--- config.mk ---
export PLATFORM = sky130hd
export DESIGN_NAME = card_contact_seq
export DESIGN_NICKNAME = d
export VERILOG_FILES = /design/src/rtl/card_seq_pkg.sv /design/src/rtl/card_seq_dp.sv /design/src/rtl/card_seq_ctrl.sv /design/src/rtl/card_contact_seq.sv
export SDC_FILE = /design/constraint.sdc
export NUM_CORES = 1
export LEC_CHECK = 0
export BUFFER_PORTS_ARGS = -buffer_cell sky130_fd_sc_hd__buf_2
export CAP_MARGIN = 20
export CORE_MARGIN = 8
export CORE_UTILIZATION = 49
export CTS_BUF_LIST = sky130_fd_sc_hd__clkbuf_16
export DETAILED_ROUTE_END_ITERATION = 12
export GPL_TIMING_DRIVEN = 0
export MAX_ROUTING_LAYER = met4
export PLACE_DENSITY = 0.8
export RECOVER_POWER = 50
export REMOVE_ABC_BUFFERS = 1
export SYNTH_ARGS = -nofsm -noshare
export SYNTH_HDL_FRONTEND = slang
export SYNTH_SLANG_ARGS = --single-unit
export TNS_END_PERCENT = 5
--- constraint.sdc ---
create_clock -name clk -period 2.65 [get_ports clk]
set_clock_uncertainty 0.15 [all_clocks]
set_input_delay 0.1325 -clock clk [delete_from_list [all_inputs] [get_ports clk]]
set_output_delay 0.1325 -clock clk [all_outputs]
set_load 0.02 [all_outputs]
--- src/rtl/card_seq_pkg.sv ---
package card_seq_pkg;
  localparam int NUM_CONTACTS = 5;
  localparam int LVL_W = $clog2(NUM_CONTACTS + 1);

  typedef enum logic [2:0] {
    ST_IDLE,
    ST_WAIT_SUP,
    ST_RAMP_UP,
    ST_ACTIVE,
    ST_RAMP_DOWN
  } seqState_t;

  typedef struct packed {
    logic clrCnt;
    logic stepUp;
    logic stepDown;
  } seqStrobe_t;
endpackage

--- src/rtl/card_seq_dp.sv ---
module card_seq_dp
  import card_seq_pkg::*;
#(
  parameter int STEP_GAP = 4
) (
  input  logic                    clk,
  input  logic                    rst_n,
  input  seqStrobe_t              strb,
  output logic                    gapDone,
  output logic                    levelZero,
  output logic                    levelFull,
  output logic [NUM_CONTACTS-1:0] contactEn
);
  localparam int CNT_W = (STEP_GAP > 1) ? $clog2(STEP_GAP) : 1;
  localparam logic [CNT_W-1:0] GAP_LAST = CNT_W'(STEP_GAP - 1);
  localparam logic [LVL_W-1:0] LVL_MAX = LVL_W'(NUM_CONTACTS);

  logic [CNT_W-1:0] gapCnt;
  logic [LVL_W-1:0] level;

  assign gapDone   = (gapCnt == GAP_LAST);
  assign levelZero = (level == '0);
  assign levelFull = (level == LVL_MAX);

  always_ff @(posedge clk or negedge rst_n) begin
    if (!rst_n) begin
      gapCnt <= '0;
    end else if (strb.clrCnt || gapDone) begin
      gapCnt <= '0;
    end else begin
      gapCnt <= gapCnt + 1'b1;
    end
  end

  always_ff @(posedge clk or negedge rst_n) begin
    if (!rst_n) begin
      level <= '0;
    end else if (strb.stepUp && !levelFull) begin
      level <= level + 1'b1;
    end else if (strb.stepDown && !levelZero) begin
      level <= level - 1'b1;
    end
  end

  for (genvar i = 0; i < NUM_CONTACTS; i++) begin : g_decode
    assign contactEn[i] = (level > LVL_W'(i));
  end
endmodule

--- src/rtl/card_seq_ctrl.sv ---
module card_seq_ctrl
  import card_seq_pkg::*;
(
  input  logic       clk,
  input  logic       rst_n,
  input  logic       csN,
  input  logic       pwrReq,
  input  logic       supplyGood,
  input  logic       batLow,
  input  logic       cardOut,
  input  logic       overCur,
  input  logic       gapDone,
  input  logic       levelZero,
  input  logic       levelFull,
  output seqStrobe_t strb,
  output logic       convOn,
  output logic       sessionReady
);
  seqState_t state, stateNext;
  logic reqPrev;
  logic reqRise, reqFall, endReq, startOk;

  assign reqRise = pwrReq & ~reqPrev;
  assign reqFall = ~pwrReq & reqPrev;
  assign endReq  = (reqFall & ~csN) | cardOut | overCur | batLow;
  assign startOk = reqRise & ~csN & ~batLow & ~cardOut & ~overCur;

  always_ff @(posedge clk or negedge rst_n) begin
    if (!rst_n) begin
      reqPrev <= 1'b0;
      state   <= ST_IDLE;
    end else begin
      reqPrev <= pwrReq;
      state   <= stateNext;
    end
  end

  always_comb begin
    stateNext = state;
    strb      = '0;
    unique case (state)
      ST_IDLE: begin
        if (startOk) stateNext = ST_WAIT_SUP;
      end
      ST_WAIT_SUP: begin
        if (endReq) begin
          stateNext   = ST_RAMP_DOWN;
          strb.clrCnt = 1'b1;
        end else if (supplyGood) begin
          stateNext   = ST_RAMP_UP;
          strb.clrCnt = 1'b1;
        end
      end
      ST_RAMP_UP: begin
        if (endReq) begin
          stateNext   = ST_RAMP_DOWN;
          strb.clrCnt = 1'b1;
        end else if (levelFull) begin
          stateNext = ST_ACTIVE;
        end else if (gapDone) begin
          strb.stepUp = 1'b1;
        end
      end
      ST_ACTIVE: begin
        if (endReq) begin
          stateNext   = ST_RAMP_DOWN;
          strb.clrCnt = 1'b1;
        end
      end
      ST_RAMP_DOWN: begin
        if (levelZero) begin
          stateNext = ST_IDLE;
        end else if (gapDone) begin
          strb.stepDown = 1'b1;
        end
      end
      default: stateNext = ST_IDLE;
    endcase
  end

  assign convOn       = (state != ST_IDLE);
  assign sessionReady = (state == ST_ACTIVE);
endmodule

--- src/rtl/card_contact_seq.sv ---
module card_contact_seq
  import card_seq_pkg::*;
#(
  parameter int STEP_GAP = 4
) (
  input  logic clk,
  input  logic rst_n,
  input  logic csN,
  input  logic pwrReq,
  input  logic supplyGood,
  input  logic batLow,
  input  logic cardOut,
  input  logic overCur,
  output logic convEn,
  output logic supplyDischarge,
  output logic vccEn,
  output logic ioEn,
  output logic clkEn,
  output logic auxEn,
  output logic rstEn,
  output logic ioHiZ,
  output logic auxHiZ,
  output logic ready
);
  seqStrobe_t strb;
  logic gapDone, levelZero, levelFull, convOn;
  logic [NUM_CONTACTS-1:0] contactEn;

  card_seq_ctrl u_ctrl (
    .clk          (clk),
    .rst_n        (rst_n),
    .csN          (csN),
    .pwrReq       (pwrReq),
    .supplyGood   (supplyGood),
    .batLow       (batLow),
    .cardOut      (cardOut),
    .overCur      (overCur),
    .gapDone      (gapDone),
    .levelZero    (levelZero),
    .levelFull    (levelFull),
    .strb         (strb),
    .convOn       (convOn),
    .sessionReady (ready)
  );

  card_seq_dp #(.STEP_GAP(STEP_GAP)) u_dp (
    .clk       (clk),
    .rst_n     (rst_n),
    .strb      (strb),
    .gapDone   (gapDone),
    .levelZero (levelZero),
    .levelFull (levelFull),
    .contactEn (contactEn)
  );

  assign convEn          = convOn & ~batLow;
  assign supplyDischarge = ~convEn;
  assign vccEn           = contactEn[0];
  assign ioEn            = contactEn[1];
  assign clkEn           = contactEn[2];
  assign auxEn           = contactEn[3];
  assign rstEn           = contactEn[4];
  assign ioHiZ           = ~csN | ~ioEn;
  assign auxHiZ          = ~csN | ~auxEn;
endmodule

==> impl_metrics.tcl <==
set metrics [dict create \
    critical_path.max_fanout 5 \
    syn_to_final_growth_pct 29.1 \
    clkPwrFrac_pct 34.1 \
    avgSynthCellArea_um2 9.78 \
    seq_area_frac_synth_pct 35.4 \
    placementRows 13 \
    period_share_pct 78.9 \
    max-slew-margin-rel_pct 62.5 \
    cpMaxStageDelayCell "dfrtp_1" \
    drt-initial-drc-count 11 \
    cts.repair.resized 0 \
    cts_tree "built" \
    vdd_drop_max_uv 568 \
    dp_hpwl_um 1130 \
    path_cells "inv_1, ha_1, ha_1, nor4b_2, o221ai_1, a311o_1" \
    status "finished, final reports clean" \
    wl_per_cell_um 14.4 \
    via_count 565 \
    grt_util_all_layers_pct 11.7 \
    period_minus_slack_ps 2090 \
    worstSetupEndpointType "flip-flop" \
    hold_viol 0 \
    clk_latency_ps 240 \
    grt_max_degree 10 \
    dpl_cell_area_um2 739 \
    port_buffers 17 \
    tns_ps 0 \
    die_area_um2 2710 \
    routed_wl_um 1490 \
    antenna_left 0 \
    grt_pass1_vias 532 \
    hp-start "cardOut" \
    clkTransAtPathRegs_ps 40 \
    grt-ovfl-total 0 \
    die_h_um 52.0 \
    crit_type "flip-flop to flip-flop" \
    yosysUniqueCellTypes 31 \
    critPathMostFrequentCell "ha_1" \
    hold_class "input pin to flip-flop" \
    p_seq_share_pct 26.4 \
    nNetsFinal 104 \
    reg2reg_from "u_dp.level[0]$_DFFE_PN0P_" \
    max_stage_delay_ps 420 \
    arrival_ps 2050 \
    die_w_um 52.0 \
    antenna_cells 0 \
    viasPerCell 5.49 \
    startpoint "u_dp.level[0]$_DFFE_PN0P_" \
    antenna_found_initial 0 \
    swShare_pct 37.2 \
    max-clock-path-buffers 2 \
    ys_seq_elements 9 \
    fin_total_pwr_uw 773 \
    final_common_cell "buf_2" \
    max_slew.worst_pin.slew_ps 561 \
    p_switching_uw 287 \
    r2r_slack_ps 560 \
    layout-drive-gt1-share_pct 22.7 \
    p_leak_nw 0.382 \
    intPower_uw 485 \
    layout.cells.most_common_list "12 x buf_2, 9 x inv_1, 9 x dfrtp_1" \
    drc 0 \
    ioPinCount 18 \
    h-tree-depth 1 \
    numCtsBuffers 3 \
    numClockSinks 9 \
    p_per_area_nw_per_um2 941 \
    core_um2 1250 \
    place_congestion 0.830 \
    start_util_pct 50.7 \
    pwr-share-comb_pct 39.5 \
    crit_path_start_kind "flip-flop" \
    rsz0062_at_grt "false" \
    fmax_mhz 478 \
    final_area_um2 821 \
    crit_required_ps 2610 \
    fill_cells 113 \
    fin_hold_ws_ps 61.7 \
    synth_cells 65 \
    cap_violations 0 \
    yosysWarnings 0 \
    dr.pass1.iters 4 \
    cts-root-buf "clkbuf_16" \
    netlist_area_um2 636 \
    slew_viol_final 0 \
    grt_pass1_wl_um 2220 \
    setup_viol 0 \
]
## stage by stage
stage          util [%]  worst slack [ps]  cells
3_5_place_dp       59.0               582     97
4_1_cts            66.9               560    103
6_report           65.5               558    103
2_1_floorplan         -               682     65
3_3_place_gp       59.0               583     97
5_1_grt            65.5               412    103
## layout make-up
type	instances	area, µm²	area share (%)
clock buffer	3	75.1	9.15
clock inverter	1	3.75	0.457
inverter	8	30.0	3.66
multi-input combinational	48	369	45.0
sequential	9	225	27.4
tap	15	18.8	2.29
timing repair buffer	19	98.8	12.0
## worst max-delay path: cells and delay by family (launching register included)
family / cells / cell delay, ps
simple gates: 1 / 410
fa+ha+maj: 2 / 430
flops: 1 / 420
compound gates: 2 / 480
buf+inv: 1 / 80
## power groups by stage
stage          sequential, mW  combinational [mW]  clock (mW)
3_3_place_gp            0.203               0.294           0
6_report                0.204               0.305       0.263
2_1_floorplan           0.196               0.223           0
3_5_place_dp            0.204               0.306           0
5_1_grt                 0.209               0.338       0.274
4_1_cts                 0.203               0.312       0.268
## worst paths after layout
kind / end / depth (start not counted)
max reg2reg: u_dp.level[1]$_DFFE_PN0P_ / 6
min reg2reg: u_dp.gapCnt[0]$_DFF_PN0_ / 1
min in group asynchronous: u_ctrl.state[2]$_DFFE_PN0P_ / 2
max in group asynchronous: u_dp.gapCnt[1]$_DFF_PN0_ / 2
max: u_dp.level[1]$_DFFE_PN0P_ / 6
min: u_ctrl.state[1]$_DFFE_PN0P_ / 3
## cell usage after synthesis, drive strengths merged
library cell  count  area, µm²
dfrtp             9        225
inv               8       30.0
ha                7       87.6
nor2              5       18.8
nand2             4       15.0
nor3              4       20.0
o21ai             3       15.0
a21oi             2       10.0
nand2b            2       12.5
nor3b             2       26.3
nor4              2       27.5
nor4b             2       23.8
a211oi            1       7.51
a21o              1       7.51
a22o              1       8.76
a22oi             1       7.51
a2bb2oi           1       8.76
a311o             1       10.0
nand3b            1       7.51
nor2b             1       6.26
o221ai            1       8.76
o2bb2ai           1       8.76
o31ai             1       7.51
or2               1       6.26
or3               1       11.3
or3b              1       8.76
xnor2             1       8.76
## sequential cells by signal, indices dropped and copies added (netlist names)
register / count
u_ctrl.state: 3
u_dp.level: 3
u_dp.gapCnt: 2
u_ctrl.reqPrev: 1
## logic make-up (layout without fill, tap and decap cells)
logic type / count (synthesis) / in the layout / synth area share, %
AOI/OAI and AO/OA: 14 / 14 / 15.8
xor gates and xnor gates: 1 / 1 / 1.38
adders and majority gates: 7 / 7 / 13.8
buffers and inverters: 8 / 31 / 4.72
DFF: 9 / 9 / 35.4
and+or+nand+nor: 26 / 26 / 28.9
## routing by layer
metal	wire [µm]	GRT usage, %	vias up
li1	-	-	283
met4	40	7.96	0
met5	0	-	-
met2	727	17.8	18
met1	574	11.7	259
met3	142	5.13	5
## timing repair
item                      in CTS  in global routing
hold buffers                   2                  0
buffers inserted               0                  0
hold endpoints to repair      10                  0
No activity file was read; power rests on OpenSTA's default activity.
